==> config.mk <==
export PLATFORM = sky130hd
export DESIGN_NAME = rom_copy_engine
export DESIGN_NICKNAME = d
export VERILOG_FILES = /design/src/rtl/rce_pkg.sv /design/src/rtl/rce_wait_timer.sv /design/src/rtl/rce_rom_seq.sv /design/src/rtl/rce_checksum.sv /design/src/rtl/rom_copy_engine.sv
export SDC_FILE = /design/constraint.sdc
export NUM_CORES = 1
export LEC_CHECK = 0
export BUFFER_PORTS_ARGS = -buffer_cell sky130_fd_sc_hd__buf_2
export CAP_MARGIN = 20
export CELL_PAD_IN_SITES_DETAIL_PLACEMENT = 1
export CELL_PAD_IN_SITES_GLOBAL_PLACEMENT = 1
export CORE_UTILIZATION = 48
export CTS_CLUSTER_DIAMETER = 150
export CTS_CLUSTER_SIZE = 40
export DETAILED_ROUTE_END_ITERATION = 8
export HOLD_SLACK_MARGIN = 0.15
export PLACE_DENSITY = 0.92
export SLEW_MARGIN = 20
export SYNTH_ARGS = -nofsm -noshare
export SYNTH_HDL_FRONTEND = slang
export SYNTH_SLANG_ARGS = --single-unit
==> constraint.sdc <==
create_clock -name clk -period 5.65 [get_ports clk]
set_input_delay 0.2825 -clock clk [delete_from_list [all_inputs] [get_ports clk]]
set_output_delay 0.2825 -clock clk [all_outputs]
set_load 0.05 [all_outputs]
==> src/rtl/rce_pkg.sv <==
package rce_pkg;

  localparam int WORD_W = 16;
  localparam int BYTE_W = 8;

  typedef enum logic [2:0] {
    ST_IDLE   = 3'd0,
    ST_RD_HI  = 3'd1,
    ST_RD_LO  = 3'd2,
    ST_WRITE  = 3'd3,
    ST_FINISH = 3'd4
  } copy_state_e;

  // One step of the folding sum: add, wrap carry to bit 0, rotate left by one.
  function automatic logic [WORD_W-1:0] csum_fold(input logic [WORD_W-1:0] acc,
                                                   input logic [WORD_W-1:0] w);
    logic [WORD_W:0]   raw;
    logic [WORD_W-1:0] wrapped;
    raw     = {1'b0, acc} + {1'b0, w};
    wrapped = raw[WORD_W-1:0] + {{(WORD_W-1){1'b0}}, raw[WORD_W]};
    return {wrapped[WORD_W-2:0], wrapped[WORD_W-1]};
  endfunction

endpackage

==> src/rtl/rce_wait_timer.sv <==
module rce_wait_timer #(
  parameter int WAIT_CYCLES = 2,
  localparam int CW = (WAIT_CYCLES > 0) ? $clog2(WAIT_CYCLES + 1) : 1
) (
  input  logic clk,
  input  logic rst_n,
  input  logic active,
  output logic take
);

  logic [CW-1:0] cnt_q;
  logic [CW-1:0] cnt_d;
  logic          cnt_en;

  assign take = active && (cnt_q == CW'(WAIT_CYCLES));

  always_comb begin
    cnt_en = active || (cnt_q != '0);
    if (!active || take) cnt_d = '0;
    else                 cnt_d = cnt_q + 1'b1;
  end

  always_ff @(posedge clk or negedge rst_n) begin
    if (!rst_n)      cnt_q <= '0;
    else if (cnt_en) cnt_q <= cnt_d;
  end

  generate
    if (WAIT_CYCLES > 0) begin : g_wait_chk
      AST_TAKE_AFTER_HOLD: assert property (@(posedge clk) disable iff (!rst_n)
        take |-> $past(active));
    end
  endgenerate

endmodule

==> src/rtl/rce_rom_seq.sv <==
module rce_rom_seq #(
  parameter int NUM_CHIPS = 3,
  parameter int CHIP_AW   = 13,
  parameter int CHIP_W    = 2,
  parameter int FIRST_OFF = 512
) (
  input  logic               clk,
  input  logic               rst_n,
  input  logic               load,
  input  logic               step,
  output logic [CHIP_W-1:0]  chip,
  output logic [CHIP_AW-1:0] offset,
  output logic               last_byte
);

  localparam logic [CHIP_AW-1:0] OFF_MAX   = '1;
  localparam logic [CHIP_AW-1:0] OFF_FIRST = CHIP_AW'(FIRST_OFF);
  localparam logic [CHIP_W-1:0]  CHIP_LAST = CHIP_W'(NUM_CHIPS - 1);

  logic [CHIP_W-1:0]  chip_q, chip_d;
  logic [CHIP_AW-1:0] off_q, off_d;
  logic               seq_en;
  logic               chip_end;

  assign chip_end  = (off_q == OFF_MAX);
  assign last_byte = chip_end && (chip_q == CHIP_LAST);
  assign chip      = chip_q;
  assign offset    = off_q;

  always_comb begin
    seq_en = load || step;
    chip_d = chip_q;
    off_d  = off_q;
    if (load) begin
      chip_d = '0;
      off_d  = OFF_FIRST;
    end else if (step) begin
      if (chip_end) begin
        off_d = '0;
        if (chip_q != CHIP_LAST) chip_d = chip_q + 1'b1;
      end else begin
        off_d = off_q + 1'b1;
      end
    end
  end

  always_ff @(posedge clk or negedge rst_n) begin
    if (!rst_n) begin
      chip_q <= '0;
      off_q  <= '0;
    end else if (seq_en) begin
      chip_q <= chip_d;
      off_q  <= off_d;
    end
  end

  AST_CHIP_IN_RANGE: assert property (@(posedge clk) disable iff (!rst_n)
    chip_q <= CHIP_LAST);

endmodule

==> src/rtl/rce_checksum.sv <==
module rce_checksum
  import rce_pkg::*;
(
  input  logic              clk,
  input  logic              rst_n,
  input  logic              clear,
  input  logic              add,
  input  logic [WORD_W-1:0] word,
  output logic [WORD_W-1:0] sum,
  output logic [WORD_W-1:0] sum_next
);

  logic [WORD_W-1:0] sum_q, sum_d;
  logic              sum_en;

  assign sum_next = csum_fold(sum_q, word);
  assign sum      = sum_q;

  always_comb begin
    sum_en = clear || add;
    if (clear)    sum_d = '0;
    else if (add) sum_d = sum_next;
    else          sum_d = sum_q;
  end

  always_ff @(posedge clk or negedge rst_n) begin
    if (!rst_n)      sum_q <= '0;
    else if (sum_en) sum_q <= sum_d;
  end

  AST_ONES_FIXED_POINT: assert property (@(posedge clk) disable iff (!rst_n)
    (add && !clear && sum_q == '1 && word == '0) |=> (sum_q == '1));
  AST_ZERO_FIXED_POINT: assert property (@(posedge clk) disable iff (!rst_n)
    (add && !clear && sum_q == '0 && word == '0) |=> (sum_q == '0));

endmodule

==> src/rtl/rom_copy_engine.sv <==
module rom_copy_engine
  import rce_pkg::*;
#(
  parameter int NUM_CHIPS   = 3,
  parameter int CHIP_AW     = 13,
  parameter int ROM_ADDR_W  = 16,
  parameter int PAGE_WORDS  = 256,
  parameter int START_PAGE  = 1,
  parameter int RAM_AW      = 20,
  parameter int WAIT_CYCLES = 2,
  localparam int CHIP_W     = (NUM_CHIPS > 1) ? $clog2(NUM_CHIPS) : 1
) (
  input  logic                  clk,
  input  logic                  rst_n,
  input  logic                  start,
  output logic [CHIP_W-1:0]     rom_cs,
  output logic                  rom_rd,
  output logic [ROM_ADDR_W-1:0] rom_addr,
  input  logic [BYTE_W-1:0]     rom_data,
  output logic                  ram_we,
  output logic [RAM_AW-1:0]     ram_addr,
  output logic [WORD_W-1:0]     ram_wdata,
  output logic                  done,
  output logic                  checksum_ok,
  output logic                  bad_sum
);

  localparam int FIRST_OFF = 2 * START_PAGE * PAGE_WORDS;
  localparam int RAM_BASE  = START_PAGE * PAGE_WORDS;
  localparam int PAD_W     = ROM_ADDR_W - 2 - CHIP_AW;

  // reset: asserted asynchronously, released on a clock edge
  logic [1:0] rst_sync_q;
  logic       rst_ns;

  always_ff @(posedge clk or negedge rst_n) begin
    if (!rst_n) rst_sync_q <= 2'b00;
    else        rst_sync_q <= {rst_sync_q[0], 1'b1};
  end
  assign rst_ns = rst_sync_q[1];

  copy_state_e state_q, state_d;
  logic [BYTE_W-1:0] hi_q, hi_d, lo_q, lo_d;
  logic [RAM_AW-1:0] waddr_q, waddr_d;
  logic              fin_q, fin_d;
  logic              ok_q, ok_d, bad_q, bad_d;
  logic              accept;
  logic              rd_active;
  logic              take;
  logic              last_byte;
  logic              hi_en, lo_en, waddr_en, fin_en, verdict_en;
  logic [CHIP_W-1:0]  seq_chip;
  logic [CHIP_AW-1:0] seq_off;
  logic [WORD_W-1:0]  word;
  logic [WORD_W-1:0]  sum_cur;
  logic [WORD_W-1:0]  sum_next;

  assign accept    = (state_q == ST_IDLE) && start;
  assign rd_active = (state_q == ST_RD_HI) || (state_q == ST_RD_LO);
  assign word      = {hi_q, lo_q};

  rce_wait_timer #(
    .WAIT_CYCLES (WAIT_CYCLES)
  ) u_wait (
    .clk    (clk),
    .rst_n  (rst_ns),
    .active (rd_active),
    .take   (take)
  );

  rce_rom_seq #(
    .NUM_CHIPS (NUM_CHIPS),
    .CHIP_AW   (CHIP_AW),
    .CHIP_W    (CHIP_W),
    .FIRST_OFF (FIRST_OFF)
  ) u_seq (
    .clk       (clk),
    .rst_n     (rst_ns),
    .load      (accept),
    .step      (take),
    .chip      (seq_chip),
    .offset    (seq_off),
    .last_byte (last_byte)
  );

  rce_checksum u_sum (
    .clk      (clk),
    .rst_n    (rst_ns),
    .clear    (accept),
    .add      (state_q == ST_WRITE),
    .word     (word),
    .sum      (sum_cur),
    .sum_next (sum_next)
  );

  // next-state logic
  always_comb begin
    state_d = state_q;
    case (state_q)
      ST_IDLE:   if (accept) state_d = ST_RD_HI;
      ST_RD_HI:  if (take)   state_d = ST_RD_LO;
      ST_RD_LO:  if (take)   state_d = ST_WRITE;
      ST_WRITE:  state_d = fin_q ? ST_FINISH : ST_RD_HI;
      ST_FINISH: state_d = ST_IDLE;
      default:   state_d = ST_IDLE;
    endcase
  end

  // datapath next values with explicit enables
  always_comb begin
    hi_en = (state_q == ST_RD_HI) && take;
    hi_d  = rom_data;
    lo_en = (state_q == ST_RD_LO) && take;
    lo_d  = rom_data;

    waddr_en = accept || (state_q == ST_WRITE);
    waddr_d  = accept ? RAM_AW'(RAM_BASE) : waddr_q + 1'b1;

    fin_en = accept || lo_en;
    fin_d  = accept ? 1'b0 : last_byte;

    verdict_en = accept || ((state_q == ST_WRITE) && fin_q);
    ok_d       = !accept && (sum_next == '1);
    bad_d      = !accept && (sum_next != '1);
  end

  always_ff @(posedge clk or negedge rst_ns) begin
    if (!rst_ns) state_q <= ST_IDLE;
    else         state_q <= state_d;
  end

  always_ff @(posedge clk or negedge rst_ns) begin
    if (!rst_ns) begin
      hi_q <= '0;
      lo_q <= '0;
    end else begin
      if (hi_en) hi_q <= hi_d;
      if (lo_en) lo_q <= lo_d;
    end
  end

  always_ff @(posedge clk or negedge rst_ns) begin
    if (!rst_ns) begin
      waddr_q <= '0;
      fin_q   <= 1'b0;
      ok_q    <= 1'b0;
      bad_q   <= 1'b0;
    end else begin
      if (waddr_en)   waddr_q <= waddr_d;
      if (fin_en)     fin_q   <= fin_d;
      if (verdict_en) begin
        ok_q  <= ok_d;
        bad_q <= bad_d;
      end
    end
  end

  // ROM address: two forced-high bits, zero padding, byte offset
  generate
    if (PAD_W > 0) begin : g_pad
      assign rom_addr = {2'b11, {PAD_W{1'b0}}, seq_off};
    end else begin : g_nopad
      assign rom_addr = {2'b11, seq_off};
    end
  endgenerate

  assign rom_cs      = seq_chip;
  assign rom_rd      = rd_active;
  assign ram_we      = (state_q == ST_WRITE);
  assign ram_addr    = waddr_q;
  assign ram_wdata   = word;
  assign done        = (state_q == ST_FINISH);
  assign checksum_ok = ok_q;
  assign bad_sum     = bad_q;

  AST_DONE_ONE_CYCLE: assert property (@(posedge clk) disable iff (!rst_ns)
    done |=> !done);
  AST_DONE_AFTER_WRITE: assert property (@(posedge clk) disable iff (!rst_ns)
    done |-> $past(ram_we));
  AST_VERDICT_EXCLUSIVE: assert property (@(posedge clk) disable iff (!rst_ns)
    done |-> (checksum_ok ^ bad_sum));
  AST_VERDICT_HELD: assert property (@(posedge clk) disable iff (!rst_ns)
    (!accept && !((state_q == ST_WRITE) && fin_q)) |=> ($stable(checksum_ok) && $stable(bad_sum)));
  AST_RAM_ADDR_STEP: assert property (@(posedge clk) disable iff (!rst_ns)
    (ram_we && !fin_q) |=> (ram_addr == $past(ram_addr) + 1'b1));
  AST_WORD_EVEN_OFFSET: assert property (@(posedge clk) disable iff (!rst_ns)
    (ram_we && !fin_q) |-> (rom_addr[0] == 1'b0));
  AST_BUSY_START_IGNORED: assert property (@(posedge clk) disable iff (!rst_ns)
    (start && (state_q == ST_RD_HI) && !take) |=> ($stable(ram_addr) && $stable(rom_addr) && $stable(rom_cs)));
  AST_SUM_CLEARED: assert property (@(posedge clk) disable iff (!rst_ns)
    accept |=> (sum_cur == '0));

endmodule

Yosys cells after proc, flatten, opt, wreduce, memory -nomap -nowiden:

Index checks and enable logic that the tools add are counted.

* $add $sub $neg: 6
* eq/ne operators: 13
* muxes and demuxes: 17
* reductions and logical operators: 27

Operators by type and width (number)
* $mux 13: 3
* $mux 16: 2
* $add 20x1->20 const B: 1
* $mux 20: 1
* $add 16x16->17: 1
* $add 16x1->16: 1
* $eq 16x16->1 const B: 1
* $ne 16x16->1 const B: 1
* $add 13x1->13 const B: 1
* $eq 13x13->1 const B: 1
* $mux 3: 4
* $pmux 3 s4: 1
* $mux 2: 5
* $reduce_bool 2->1: 5
* $logic_and 1x1->1: 8
* $ne 2x2->1 const B: 4
* $logic_or 1x1->1: 7
* $eq 3x2->1 const B: 2
* $add 2x1->2 const B: 2
* $eq 2x2->1 const B: 2
* $reduce_and 2->1: 2
* $reduce_and 4->1: 1
* $eq 3x1->1 const B: 1
* $eq 3x3->1 const B: 1
* other kinds (4): 5

* register bits: 77
* output and inout port bits: 59
* word-level logic and storage cells: 75

Longest topological paths before layout:

* depth in word-level cells: 5
* gate-level depth with buffers: 18

By module:

From an unflattened synthesis, not the netlist that was laid out.

* cells, all modules: 512
* area, all modules: 4923.5 sq um

By module, submodules not included
* rom_copy_engine: times used 1, cells an instance 179, area an instance 2005.7 sq um, sequential area each 1101.1 sq um
* rce_checksum: times used 1, cells an instance 234, area an instance 1895.6 sq um, sequential area each 400.4 sq um
* rce_rom_seq: times used 1, cells an instance 86, area an instance 899.6 sq um, sequential area each 375.4 sq um
* rce_wait_timer: times used 1, cells an instance 13, area an instance 122.6 sq um, sequential area each 50.0 sq um

Least setup slack after synthesis:

Ideal clock, no wire load.

* kind: flip-flop to flip-flop
* start point: reg lo_q[0]
* end point: reg bad_q, in the netlist bad_sum
* data arrival time: 3902 ps
* required time: 5525 ps
* slack: 1623 ps
* stages on the path, launching flop included: 18
* buffers on the path: 0
* clock period less this slack: 4027 ps
* cell sequence: dfrtp_1 ha_1 fa_1 a21o_1 nand4_2 a31oi_1 o41ai_1 o21bai_1 a21o_1 ha_1 ha_1 and2_1 nand4_4 nor4_4 a31o_2 a211oi_2 o211ai_2 a21boi_1

* word-level cells in the longest chain between the ends: 4

RTL lines
* from (decl): line rom_copy_engine.sv:43 `logic [BYTE_W-1:0] hi_q, hi_d, lo_q, lo_d;`
* from (signal assigned): line rom_copy_engine.sv:138 `if (lo_en) lo_q <= lo_d;`
* $add 16x16->17: line rce_pkg.sv:19 `raw = {1'b0, acc} + {1'b0, w};`
* $add 16x1->16: line rce_pkg.sv:20 `wrapped = raw[WORD_W-1:0] + {{(WORD_W-1){1'b0}}, raw[WORD_W]};`
* $ne 16x16->1: line rom_copy_engine.sv:124 `bad_d = !accept && (sum_next != '1);`
* $logic_and 1x1->1: line rom_copy_engine.sv:124
* to (signal assigned): line rom_copy_engine.sv:147 `bad_q <= 1'b0;`
* to (signal assigned): line rom_copy_engine.sv:153 `bad_q <= bad_d;`
* to (decl): line rom_copy_engine.sv:46 `logic ok_q, ok_d, bad_q, bad_d;`

Every way passes these cells.
A chain may end at the register's enable or synchronous reset.

Final worst setup path:

Same ends and word-level chain as after synthesis.

==> flow_metrics.py <==
metrics = {
    "die": {
        "rows": 35,
        "dieWidth_um": 101,
        "die-area_mm2": 0.0102,
        "chipHeight_um": 101,
        "num_io_pins": 70,
        "initial_core_util_pct": 50.1,
        "core_mm2": 0.00937,
    },
    "layout": {
        "final_common_cell": "dfrtp_1",
        "most-common-layout-cells": "dfrtp_1 (76), buf_2 (66), nand2_1 (55), nor2_1 (55), xor2_1 (33)",
        "syn2layout_area_growth_pct": 14.5,
        "layoutNonFillerInstCount": 686,
        "multiInputGateArea_mm2": 0.00266,
        "num_antenna_cells": 0,
        "nFillCells": 1119,
        "seqCellArea_mm2": 0.00193,
        "drive_gt1_share_pct": 22.6,
        "nets": 587,
    },
    "setup_path": {
        "critPathKind": "flop to flop",
        "cp_max_fo": 8,
        "cpMostUsedCell": "ha_1",
        "cp_slowest_stage_delay_ns": 0.51,
        "cp_cell_sequence": "ha_1 -> fa_1 -> a21o_1 -> nand4_2 -> a31oi_1 -> o41ai_1 -> o21bai_1 -> a21o_1 -> ha_1 -> ha_1 -> and2_1 -> nand4_4 -> nor4_4 -> a31o_2 -> a211oi_2 -> o211ai_2 -> a21boi_1",
        "arrival_ns": 4.45,
        "crit_path_end_kind": "flop",
        "critPathRequiredTime_ns": 5.89,
        "start_kind": "flop",
        "slowest_stage": "o41ai_1",
        "path_delay_family": "compound AO/OA/AOI/OAI gates",
        "crit_buf_inv": 0,
    },
    "global_routing": {
        "antenna_found_initial": 0,
        "grt_pass1_vias": 4190,
        "track_usage_pct": 27.0,
        "grt_pass1_wl_um": 21000,
        "overflow": 0,
        "grt_max_degree": 76,
    },
    "synth": {
        "synth_edf_count": 0,
        "async_flop_share_pct": 100,
        "yosys_warnings": 0,
        "synthFlopType": "dfrtp_1",
        "avgSynthCellArea_um2": 9.66,
        "yosys-top-cells-area": "dfrtp_1 (41%), xor2_1 (6.2%), ha_1 (6.1%)",
        "synthCells": 486,
        "seq_area_frac_synth_pct": 41.0,
        "ys_ff_latch": 77,
        "yosysUniqueCellTypes": 68,
        "syn-cell-area_mm2": 0.00469,
        "yosysTopAreaCell": "dfrtp_1",
        "synth_top_area_share_pct": 41.0,
    },
    "place": {
        "dp.cells": 669,
        "io_buffers": 66,
        "gp_congestion": 0.894,
        "hpwl_um": 9500,
    },
    "timing": {
        "fin_skew_ns": 0.00886,
        "rsz0062_at_grt": "false",
        "slew_viol_final": 0,
        "setup_viol": 0,
        "tns_ns": 0,
        "min_period_over_period_pct": 74.5,
        "min_period_ns": 4.21,
        "slew_headroom_pct": 36.3,
        "worst_slew_pin_slew_ns": 0.956,
        "finalHoldViolCount": 0,
        "max_freq_mhz": 237,
    },
    "drt": {
        "totalWireLength_um": 12700,
        "vias_per_cell": 5.79,
        "wl_per_cell_um": 18.6,
        "dr.pass1.iters": 4,
        "ant_nets": 0,
        "vias": 3974,
        "route.detailed.drc": 0,
        "drtIter0Drc": 143,
    },
    "clock_network": {
        "cts_sinks": 77,
        "path_clk_slew_ns": 0.08,
        "htree_num_levels": 3,
        "clock_latency_ns": 0.36,
        "cts_root_buffer": "clkbuf_8",
        "numCtsBuffers": 9,
        "cts_tree": "yes",
        "post_cts_resized": 0,
        "cts_setup_buffers": 0,
        "cts_buffer_depth": 2,
    },
    "hold_path": {
        "min_path_type": "input port to flop",
    },
    "pwr": {
        "peakVddDrop_v": 0.000198,
        "power_uw": 2860,
        "p_leak_uw": 0.00263,
        "powerDensity_mw_per_mm2": 532,
    },
    "run": {
        "maxCapViolations": 0,
    },
    "outcome": {
        "outcome": "finished clean",
    },
}
what timing repair did:
action                                 CTS  global route
hold buffers                             1             0
setup endpoints to repair                0             0
endpoints found under the hold margin    2             0
through the flow:
| stage | hold slack (ns) | setup slack (ns) | utilization [%] | area [um2] |
|---|---|---|---|---|
| finish | 0.172 | 1.44 | 57.4 | 5380 |
| global route | 0.167 | 1.21 | 57.4 | 5380 |
| floorplan | -0.0131 | 1.62 | - | 4700 |
| CTS | 0.168 | 1.45 | 57.3 | 5370 |
| detailed placement | 0.0736 | 1.47 | 55.0 | 5150 |
| global placement | 0.0677 | 1.68 | 55.0 | 5150 |
cells in the mapped netlist (all sizes together), types with 6 or more instances:
cell type and n:
nand3 15, inv 12, clkbuf 13, dfrtp 77, xor2 35, ha 23
a21oi 22, xnor2 17, a21o 6, nand4 15, o21ai 25, and3 12
nor3 7, mux2 17, nor2 56, nand2 55
cell families after synthesis:
logic type | count (synthesis) | synth area share (%)
other cells | 2 | 0.160
compound gates | 86 | 13.2
flops | 77 | 41.0
buf+inv | 29 | 2.59
xor+xnor | 52 | 10.0
simple gates | 195 | 21.5
fa+ha+maj | 24 | 6.56
mux | 21 | 4.93
sequential cells by signal (all words and copies together), names as in the netlist:
signal	count
bad_sum	1
checksum_ok	1
fin_q	1
hi_q	8
lo_q	8
ram_addr	20
rst_sync_q	2
state_q	3
u_seq.chip	2
u_seq.offset	13
u_sum.sum	16
u_wait.cnt_q	2
area by class of cell:
type / count / area share (%)
clock inverter: 6 / 1.61
clock buffer: 10 / 2.37
sequential: 77 / 35.9
inverter: 12 / 0.838
tap: 129 / 3.00
timing repair buffer: 70 / 6.75
multi-input combinational: 382 / 49.5
per-layer routing:
| metal | vias to the layer above | part of all wire (%) | track usage [%] |
|---|---|---|---|
| met1 | 1996 | 42 | 33.6 |
| met3 | 30 | 4.0 | 3.40 |
| li1 | 1834 | - | - |
| met4 | 0 | 3.1 | 13.2 |
| met2 | 114 | 51 | 46.3 |
| met5 | - | 0 | 0 |
worst register-to-register path, cell delays in order, from the launching register on:
cell,delay (ns)
dfrtp_1,0.40
ha_1,0.26
fa_1,0.42
a21o_1,0.20
nand4_2,0.16
a31oi_1,0.15
o41ai_1,0.51
o21bai_1,0.15
a21o_1,0.20
ha_1,0.21
ha_1,0.21
and2_1,0.18
nand4_4,0.16
nor4_4,0.09
a31o_2,0.31
a211oi_2,0.20
o211ai_2,0.13
a21boi_1,0.15
worst paths after layout:
kind,startpoint,end,slack (ns),cells after the start
max,lo_q[0],bad_sum,1.44,17
min,rom_data[2],hi_q[2],0.17,2
max reg2reg,lo_q[0],bad_sum,1.44,17
min reg2reg,rst_sync_q[0],rst_sync_q[1],0.36,0
max in group asynchronous,rst_sync_q[1],lo_q[7],4.55,0
min in group asynchronous,rst_n,rst_sync_q[1],0.24,2
power breakdown:
part / switching [uW] / internal, uW
clock network: 211 / 249
registers: 136 / 667
logic: 1080 / 521
No activity file was read; power rests on OpenSTA's default activity.
